### config.mk
export PLATFORM = sky130hd
export DESIGN_NAME = eng_stop_ctrl
export DESIGN_NICKNAME = d
export VERILOG_FILES = /design/src/rtl/eng_stop_pkg.sv /design/src/rtl/eng_stop_fsm.sv /design/src/rtl/eng_flag_bank.sv /design/src/rtl/eng_bus_decode.sv /design/src/rtl/eng_stop_ctrl.sv
export SDC_FILE = /design/constraint.sdc
export NUM_CORES = 1
export LEC_CHECK = 0
export CORE_MARGIN = 3
export CORE_UTILIZATION = 37
export DETAILED_ROUTE_END_ITERATION = 16
export HOLD_SLACK_MARGIN = 0.15
export PLACE_DENSITY = 0.84
export SKIP_LAST_GASP = 1
export SLEW_MARGIN = 10
export SYNTH_ARGS = -nofsm -noshare
export SYNTH_HDL_FRONTEND = slang
export SYNTH_SLANG_ARGS = --single-unit
### constraint.sdc
create_clock -name clk_i -period 3.8 [get_ports clk_i]
set_clock_uncertainty 0.05 [all_clocks]
set_input_delay 0.57 -clock clk_i [delete_from_list [all_inputs] [get_ports clk_i]]
set_output_delay 0.57 -clock clk_i [all_outputs]
set_load 0.05 [all_outputs]
### src/rtl/eng_stop_pkg.sv
package eng_stop_pkg;
  typedef enum logic [1:0] {
    GREG_CTRL = 2'd0,
    GREG_IRQ  = 2'd1,
    GREG_DMA  = 2'd2,
    GREG_RSVD = 2'd3
  } greg_e;

  localparam int unsigned CTRL_MDIS_BIT = 0;
  localparam int unsigned CTRL_STOP_BIT = 1;
endpackage

### src/rtl/eng_stop_fsm.sv
module eng_stop_fsm (
  input  logic clk_i,
  input  logic rst_ni,
  input  logic mdis_i,
  input  logic thread_run_i,
  output logic stopped_o
);
  logic stopped_q;

  // stop only once the current thread has retired; leave as soon as disable drops
  always_ff @(posedge clk_i or negedge rst_ni) begin
    if (!rst_ni) stopped_q <= 1'b0;
    else         stopped_q <= mdis_i & (stopped_q | ~thread_run_i);
  end

  assign stopped_o = stopped_q;
endmodule

### src/rtl/eng_flag_bank.sv
module eng_flag_bank #(
  parameter int unsigned NUM_CH = 8
) (
  input  logic              clk_i,
  input  logic              rst_ni,
  input  logic [NUM_CH-1:0] set_i,
  input  logic [NUM_CH-1:0] clr_i,
  output logic [NUM_CH-1:0] flag_o
);
  for (genvar g = 0; g < NUM_CH; g++) begin : g_flag
    logic f_q;
    always_ff @(posedge clk_i or negedge rst_ni) begin
      if (!rst_ni)       f_q <= 1'b0;
      else if (set_i[g]) f_q <= 1'b1;  // set beats clear
      else if (clr_i[g]) f_q <= 1'b0;
    end
    assign flag_o[g] = f_q;
  end
endmodule

### src/rtl/eng_bus_decode.sv
module eng_bus_decode
  import eng_stop_pkg::*;
#(
  parameter int unsigned ADDR_W = 8,
  parameter int unsigned NUM_CH = 8,
  localparam int unsigned CH_W  = $clog2(NUM_CH)
) (
  input  logic              req_i,
  input  logic              we_i,
  input  logic [ADDR_W-1:0] addr_i,
  input  logic              stopped_i,
  output logic              chan_rd_o,
  output logic              glob_rd_o,
  output greg_e             greg_o,
  output logic [CH_W-1:0]   ch_idx_o,
  output logic              wr_ctrl_o,
  output logic              wr_irq_o,
  output logic              wr_dma_o,
  output logic              err_o
);
  logic chan_sel, glob_sel;

  assign chan_sel  = req_i &  addr_i[ADDR_W-1];
  assign glob_sel  = req_i & ~addr_i[ADDR_W-1];
  assign greg_o    = greg_e'(addr_i[1:0]);
  assign ch_idx_o  = addr_i[CH_W-1:0];

  assign err_o     = chan_sel & stopped_i;
  assign chan_rd_o = chan_sel & ~stopped_i & ~we_i;
  assign glob_rd_o = glob_sel & ~we_i;
  assign wr_ctrl_o = glob_sel & we_i & (greg_o == GREG_CTRL);
  assign wr_irq_o  = glob_sel & we_i & (greg_o == GREG_IRQ);
  assign wr_dma_o  = glob_sel & we_i & (greg_o == GREG_DMA);
endmodule

### src/rtl/eng_stop_ctrl.sv
module eng_stop_ctrl
  import eng_stop_pkg::*;
#(
  parameter int unsigned NUM_CH = 8,
  parameter int unsigned ADDR_W = 8,
  parameter int unsigned DATA_W = 32
) (
  input  logic              clk_i,
  input  logic              rst_ni,
  input  logic              bus_req_i,
  input  logic              bus_we_i,
  input  logic [ADDR_W-1:0] bus_addr_i,
  input  logic [DATA_W-1:0] bus_wdata_i,
  output logic [DATA_W-1:0] bus_rdata_o,
  output logic              bus_ack_o,
  output logic              bus_err_o,
  input  logic              thread_run_i,
  input  logic [NUM_CH-1:0] irq_set_i,
  input  logic [NUM_CH-1:0] dma_set_i,
  input  logic [NUM_CH-1:0] dma_ack_i,
  output logic              stopped_o,
  output logic [NUM_CH-1:0] irq_o,
  output logic [NUM_CH-1:0] dma_o
);
  localparam int unsigned CH_W = $clog2(NUM_CH);

  logic              mdis_q;
  logic              chan_rd, glob_rd, wr_ctrl, wr_irq, wr_dma, err_n;
  greg_e             greg;
  logic [CH_W-1:0]   ch_idx;
  logic [NUM_CH-1:0] irq_clr, dma_clr;
  logic [DATA_W-1:0] rdata_n;

  eng_bus_decode #(.ADDR_W(ADDR_W), .NUM_CH(NUM_CH)) u_dec (
    .req_i     (bus_req_i),
    .we_i      (bus_we_i),
    .addr_i    (bus_addr_i),
    .stopped_i (stopped_o),
    .chan_rd_o (chan_rd),
    .glob_rd_o (glob_rd),
    .greg_o    (greg),
    .ch_idx_o  (ch_idx),
    .wr_ctrl_o (wr_ctrl),
    .wr_irq_o  (wr_irq),
    .wr_dma_o  (wr_dma),
    .err_o     (err_n)
  );

  always_ff @(posedge clk_i or negedge rst_ni) begin
    if (!rst_ni)      mdis_q <= 1'b0;
    else if (wr_ctrl) mdis_q <= bus_wdata_i[CTRL_MDIS_BIT];
  end

  eng_stop_fsm u_fsm (
    .clk_i        (clk_i),
    .rst_ni       (rst_ni),
    .mdis_i       (mdis_q),
    .thread_run_i (thread_run_i),
    .stopped_o    (stopped_o)
  );

  assign irq_clr = wr_irq ? bus_wdata_i[NUM_CH-1:0] : '0;
  assign dma_clr = (wr_dma ? bus_wdata_i[NUM_CH-1:0] : '0) | dma_ack_i;

  eng_flag_bank #(.NUM_CH(NUM_CH)) u_irq (
    .clk_i  (clk_i),
    .rst_ni (rst_ni),
    .set_i  (irq_set_i),
    .clr_i  (irq_clr),
    .flag_o (irq_o)
  );

  eng_flag_bank #(.NUM_CH(NUM_CH)) u_dma (
    .clk_i  (clk_i),
    .rst_ni (rst_ni),
    .set_i  (dma_set_i),
    .clr_i  (dma_clr),
    .flag_o (dma_o)
  );

  always_comb begin
    rdata_n = '0;
    if (chan_rd) begin
      rdata_n[0] = irq_o[ch_idx];
      rdata_n[1] = dma_o[ch_idx];
    end else if (glob_rd) begin
      unique case (greg)
        GREG_CTRL: begin
          rdata_n[CTRL_MDIS_BIT] = mdis_q;
          rdata_n[CTRL_STOP_BIT] = stopped_o;
        end
        GREG_IRQ:  rdata_n[NUM_CH-1:0] = irq_o;
        GREG_DMA:  rdata_n[NUM_CH-1:0] = dma_o;
        default:   rdata_n = '0;
      endcase
    end
  end

  always_ff @(posedge clk_i or negedge rst_ni) begin
    if (!rst_ni) begin
      bus_ack_o   <= 1'b0;
      bus_err_o   <= 1'b0;
      bus_rdata_o <= '0;
    end else begin
      bus_ack_o   <= bus_req_i & ~err_n;
      bus_err_o   <= err_n;
      bus_rdata_o <= rdata_n;
    end
  end
endmodule

* Yosys cells after proc, flatten, opt, wreduce, memory -nomap -nowiden *
Cells that the tools add are included.
W data, S select, Z words.

word-level totals
  flip-flop bits (word level) = 52
  input port bits = 69
  output and inout bits = 51
  word-level logic and storage cells = 103

cells by class
  order comparisons = 1
  eq/ne operators = 2
  multiplexer cells = 43
  bitwise gates (word level) = 19
  reduce and logical (&&, ||, !) cells = 17

operators by type and width
  operator              count
  $mux W1               34
  $reduce_bool A2 Y1    16
  $mux W30              1
  $mux W8               3
  $and A1 B1 Y1         12
  $pmux W6 S2           1
  $or A8 B8 Y8          1
  $bmux W1 S3           2
  $pmux W2 S3           1
  $not A1 Y1            5
  $lt A3 B4 Y1 const B  1
  $eq A2 B1 Y1 const B  1
  $eq A2 B2 Y1 const B  1
  $logic_not A2 Y1      1
  $mux W2               1
  $or A1 B1 Y1          1

* Longest topological paths before layout *
  depth in word-level cells = 8
  mapped depth = 8
  depth with buffers taken out = 5

* Hierarchy *
A second synthesis with hierarchy kept.

second synthesis, totals
  cell total of the unflattened synthesis = 178
  area, all modules = 1762.9 sq um

modules (own cells, without submodules)
  module          times used  cells an instance  area each (sq um)  seq. area each (sq um)
  eng_stop_ctrl   1           96                 922.1              275.3
  eng_flag_bank   2           32                 350.3              200.2
  eng_bus_decode  1           15                 103.8              0.0
  eng_stop_fsm    1           3                  36.3               25.0

* Least setup slack after synthesis *
OpenSTA, ideal clock, no wires.

  path type = input to register
  from = in bus_addr_i[0]
  to = reg u_dma.g_flag[0].f_q
  setup time = 120 ps
  arrival = 1627 ps
  required time = 3630 ps
  setup slack = 2003 ps
  cell stages on the path = 8
  buffers on the path = 3
  cells stage by stage = buf_6 > inv_1 > ha_1 > buf_2 > and4b_1 > buf_4 > nand2_1 > a31o_2

between the ends
  cells in the longest elaborated chain, start to end = 5

ends and longest elaborated chain
  element                              line                  text
  start, declared                      eng_stop_ctrl.sv:12   input logic [ADDR_W-1:0] bus_addr_i,
  $eq A2 B2 Y1                         eng_bus_decode.sv:33  assign wr_dma_o = glob_sel & we_i & (greg_o == GREG_DMA);
  $and A1 B1 Y1                        eng_bus_decode.sv:33
  $mux W8                              eng_stop_ctrl.sv:63   assign dma_clr = (wr_dma ? bus_wdata_i[NUM_CH-1:0] : '0) | dma_ack_i;
  $or A8 B8 Y8                         eng_stop_ctrl.sv:63
  $reduce_bool A2 Y1 (no source line)  -
  end signal, assigned                 eng_flag_bank.sv:13   if (!rst_ni) f_q <= 1'b0;
  end signal, assigned                 eng_flag_bank.sv:14   else if (set_i[g]) f_q <= 1'b1;
  end signal, assigned                 eng_flag_bank.sv:15   else if (clr_i[g]) f_q <= 1'b0;
  end, declared                        eng_flag_bank.sv:11   logic f_q;

Every way passes these cells.
A chain may end at the register's enable or synchronous reset.

* Final worst setup path *
Same ends and word-level chain as after synthesis.

==> metrics.csv <==
metric,value,unit
Fin Setup TNS,0,ps
"Seq/Total Area, Yosys",0.426,
# port buffers,67,
"Slew Viols, Final",0,
MaxCap Viol Count,0,
area post-placement,2140,um^2
placed cells,257,
share of Yosys cell area claimed by the top area cell type,0.426,
I/O pin cnt,120,
final wirelength,3.72,mm
DRC viols,0,
clock latency on the worst-skew pair,270,ps
Avg WL per Cell,14.3,um
top cell type by total area after synthesis,dfrtp_1,
RSZ-0062 raised after global routing,no,
crit path buf inv count,2,
Syn Inst Count,161,
CTS tree,done,
Final Setup Violations,0,
Starting Density,0.397,
"commonest non-fill, non-tap cell in the layout",clkdlybuf4s50_1,
CTS sink cnt,28,
number of diodes,0,
clock root buffer,clkbuf_8,
Peak VDD IR,0.137,mV
largest net degree at the start of global routing,29,
Layout Nets,285,
"flops & latches, synth",28,
PwrDens,324,nW/um^2
Worst Hold Class,reg2reg,
vias in the first global route,1224,
Filler cells,387,
Yosys Warn Count,0,
synthesized area,1640,um^2
dpl hpwl,2.94,mm
"Req. time, crit path",3910,ps
Relative slew margins,0.652,
Overflow after GRT,0,
reported leakage power,0.000912,uW
Die ar.,5280,um^2
Die X,72.7,um
Layout area overhead,32.5,%
Die Height,72.7,um
cts repair resizes,0,
first-pass GRT wire length,5.91,mm
Top Usage Layer GRT,met2,
hold_buf cts,0,
Crit path arrival time,2630,ps
initial antenna violation count,0,
Detailed Routing Iterations Pass 1,4,
most frequent cells in the layout,"clkdlybuf4s50_1 (67), dfrtp_1 (28), conb_1 (24)",
deepest clock path buffer count,2,
Synth Area per Inst,10.2,um^2
Cell variety after synth,27,
status,finished clean,
met3 usage,0.0220,
Final Hold Viols,0,
DR vias,1241,
Vias/cell,4.77,
Final Cycle Share,0.664,
Total Routing Usage GR,0.142,
core box area,4140,um^2
CP top delay family,buffers and inverters,
met2 global-route usage,0.243,
post-route cell area,2180,um^2
Hold Worst Slack,499,ps
startpoint types,input port,
H-tree depth,1,
crit path max fanout,9,
CP cell instances,clkdlybuf4s50_1 > inv_1 > ha_1 > and4b_1 > nand2_1 > a31o_2,
ratio of cells with drive above 1 in the final layout,0.100,
crit-path max cell delay,640,ps
Cell Rows,23,
Post-CTS Setup Repair Bufs,0,
Iteration-0 DRC Markers,64,
Critical Path Slowest Stage Cell,clkdlybuf4s50_1,
Area contributors post-synth,"dfrtp_1 (43%), buf_4 (19%), a31o_2 (4.3%)",
Tmin final,2520,ps
Max Fclk,0.397,GHz
crit end category,register,
Placer Congestion,0.844,
slew at the pin closest to its max-slew limit,521,ps
Power Total,705,uW
fin cells,260,
"CTS clk-pin slew, worst paths",90,ps
crit path kind,in2reg,
met1 usage,0.186,
number of buffers created by CTS,3,
antenna-violating nets left,0,
## Yosys cell counts
master    count
nor3b_1       1
buf_4        41
and4b_1       2
buf_6         1
and3_1        1
nand2_1      18
a22oi_1       6
a31o_2        8
mux4_2        2
dfrtp_1      28
a21boi_0      1
buf_2         3
nor2_1        8
nand4b_1      1
ha_1          4
or2b_1        2
conb_1        1
nor2b_1       1
a222oi_1      2
o22ai_1       2
o32ai_1       1
nor2_2        1
a21o_1        8
mux2_2        5
o32ai_2       1
nand3_1       1
inv_1        11
## per-stage QoR
stage	worst slack, ps	util
2_1_floorplan	2000	-
3_3_place_gp	1030	0.516
3_5_place_dp	963	0.516
4_1_cts	1230	0.526
5_1_grt	1070	0.526
6_report	1280	0.526
## worst reg2reg max path, cell delays in order, from the launching register on
cell,delay [ps]
dfrtp_1,440
mux4_2,490
nor2_2,110
o32ai_2,100
## path summary, 6_finish.rpt
check                      cells past startpoint                             from                              end  slack, ps
max                                            6                    bus_addr_i[0]  u_dma.g_flag[0].f_q$_DFFE_PN0P_       1280
min                                            1  u_irq.g_flag[6].f_q$_DFFE_PN0P_  u_irq.g_flag[6].f_q$_DFFE_PN0P_        500
max reg2reg                                    3  u_irq.g_flag[2].f_q$_DFFE_PN0P_         bus_rdata_o[0]$_DFF_PN0_       2480
min reg2reg                                    1  u_irq.g_flag[6].f_q$_DFFE_PN0P_  u_irq.g_flag[6].f_q$_DFFE_PN0P_        500
max in group asynchronous                      2                           rst_ni  u_irq.g_flag[3].f_q$_DFFE_PN0P_       2820
min in group asynchronous                      2                           rst_ni         bus_rdata_o[0]$_DFF_PN0_        630
## cells by family after synthesis
| family | share of synthesized area |
|---|---|
| other cells | 0.00228 |
| buf+inv | 0.228 |
| simple gates | 0.105 |
| fa+ha+maj | 0.0304 |
| flops | 0.426 |
| compound gates | 0.146 |
| mux | 0.0616 |
## area by class of cell
class | count | area (um^2) | share of cell area
clock buffer | 3 | 41.3 | 0.0190
inverter | 11 | 41.3 | 0.0190
multi-input combinational | 100 | 654 | 0.300
sequential | 28 | 701 | 0.322
tap | 50 | 62.6 | 0.0287
timing repair buffer | 68 | 678 | 0.311
## state kept, by name (all words and copies together) (netlist names)
name,flops
mdis_q,1
bus_err_o,1
u_fsm.stopped_o,1
u_irq.g_flag.f_q,8
u_dma.g_flag.f_q,8
bus_rdata_o,8
bus_ack_o,1
## power by group
group / switching, uW / leakage [uW] / internal (uW)
sequential: 14.7 / 0.000318 / 313
clock: 84.4 / 0.0000216 / 71.0
combinational: 139 / 0.000573 / 82.6
total: 238 / 0.000912 / 466
## per-layer routing
metal  wire, um  vias up
met2       1890       61
met3        278        4
li1           -      581
met5          0        -
met1       1510      595
met4         36        0
Power figures use the tool's default switching activity.
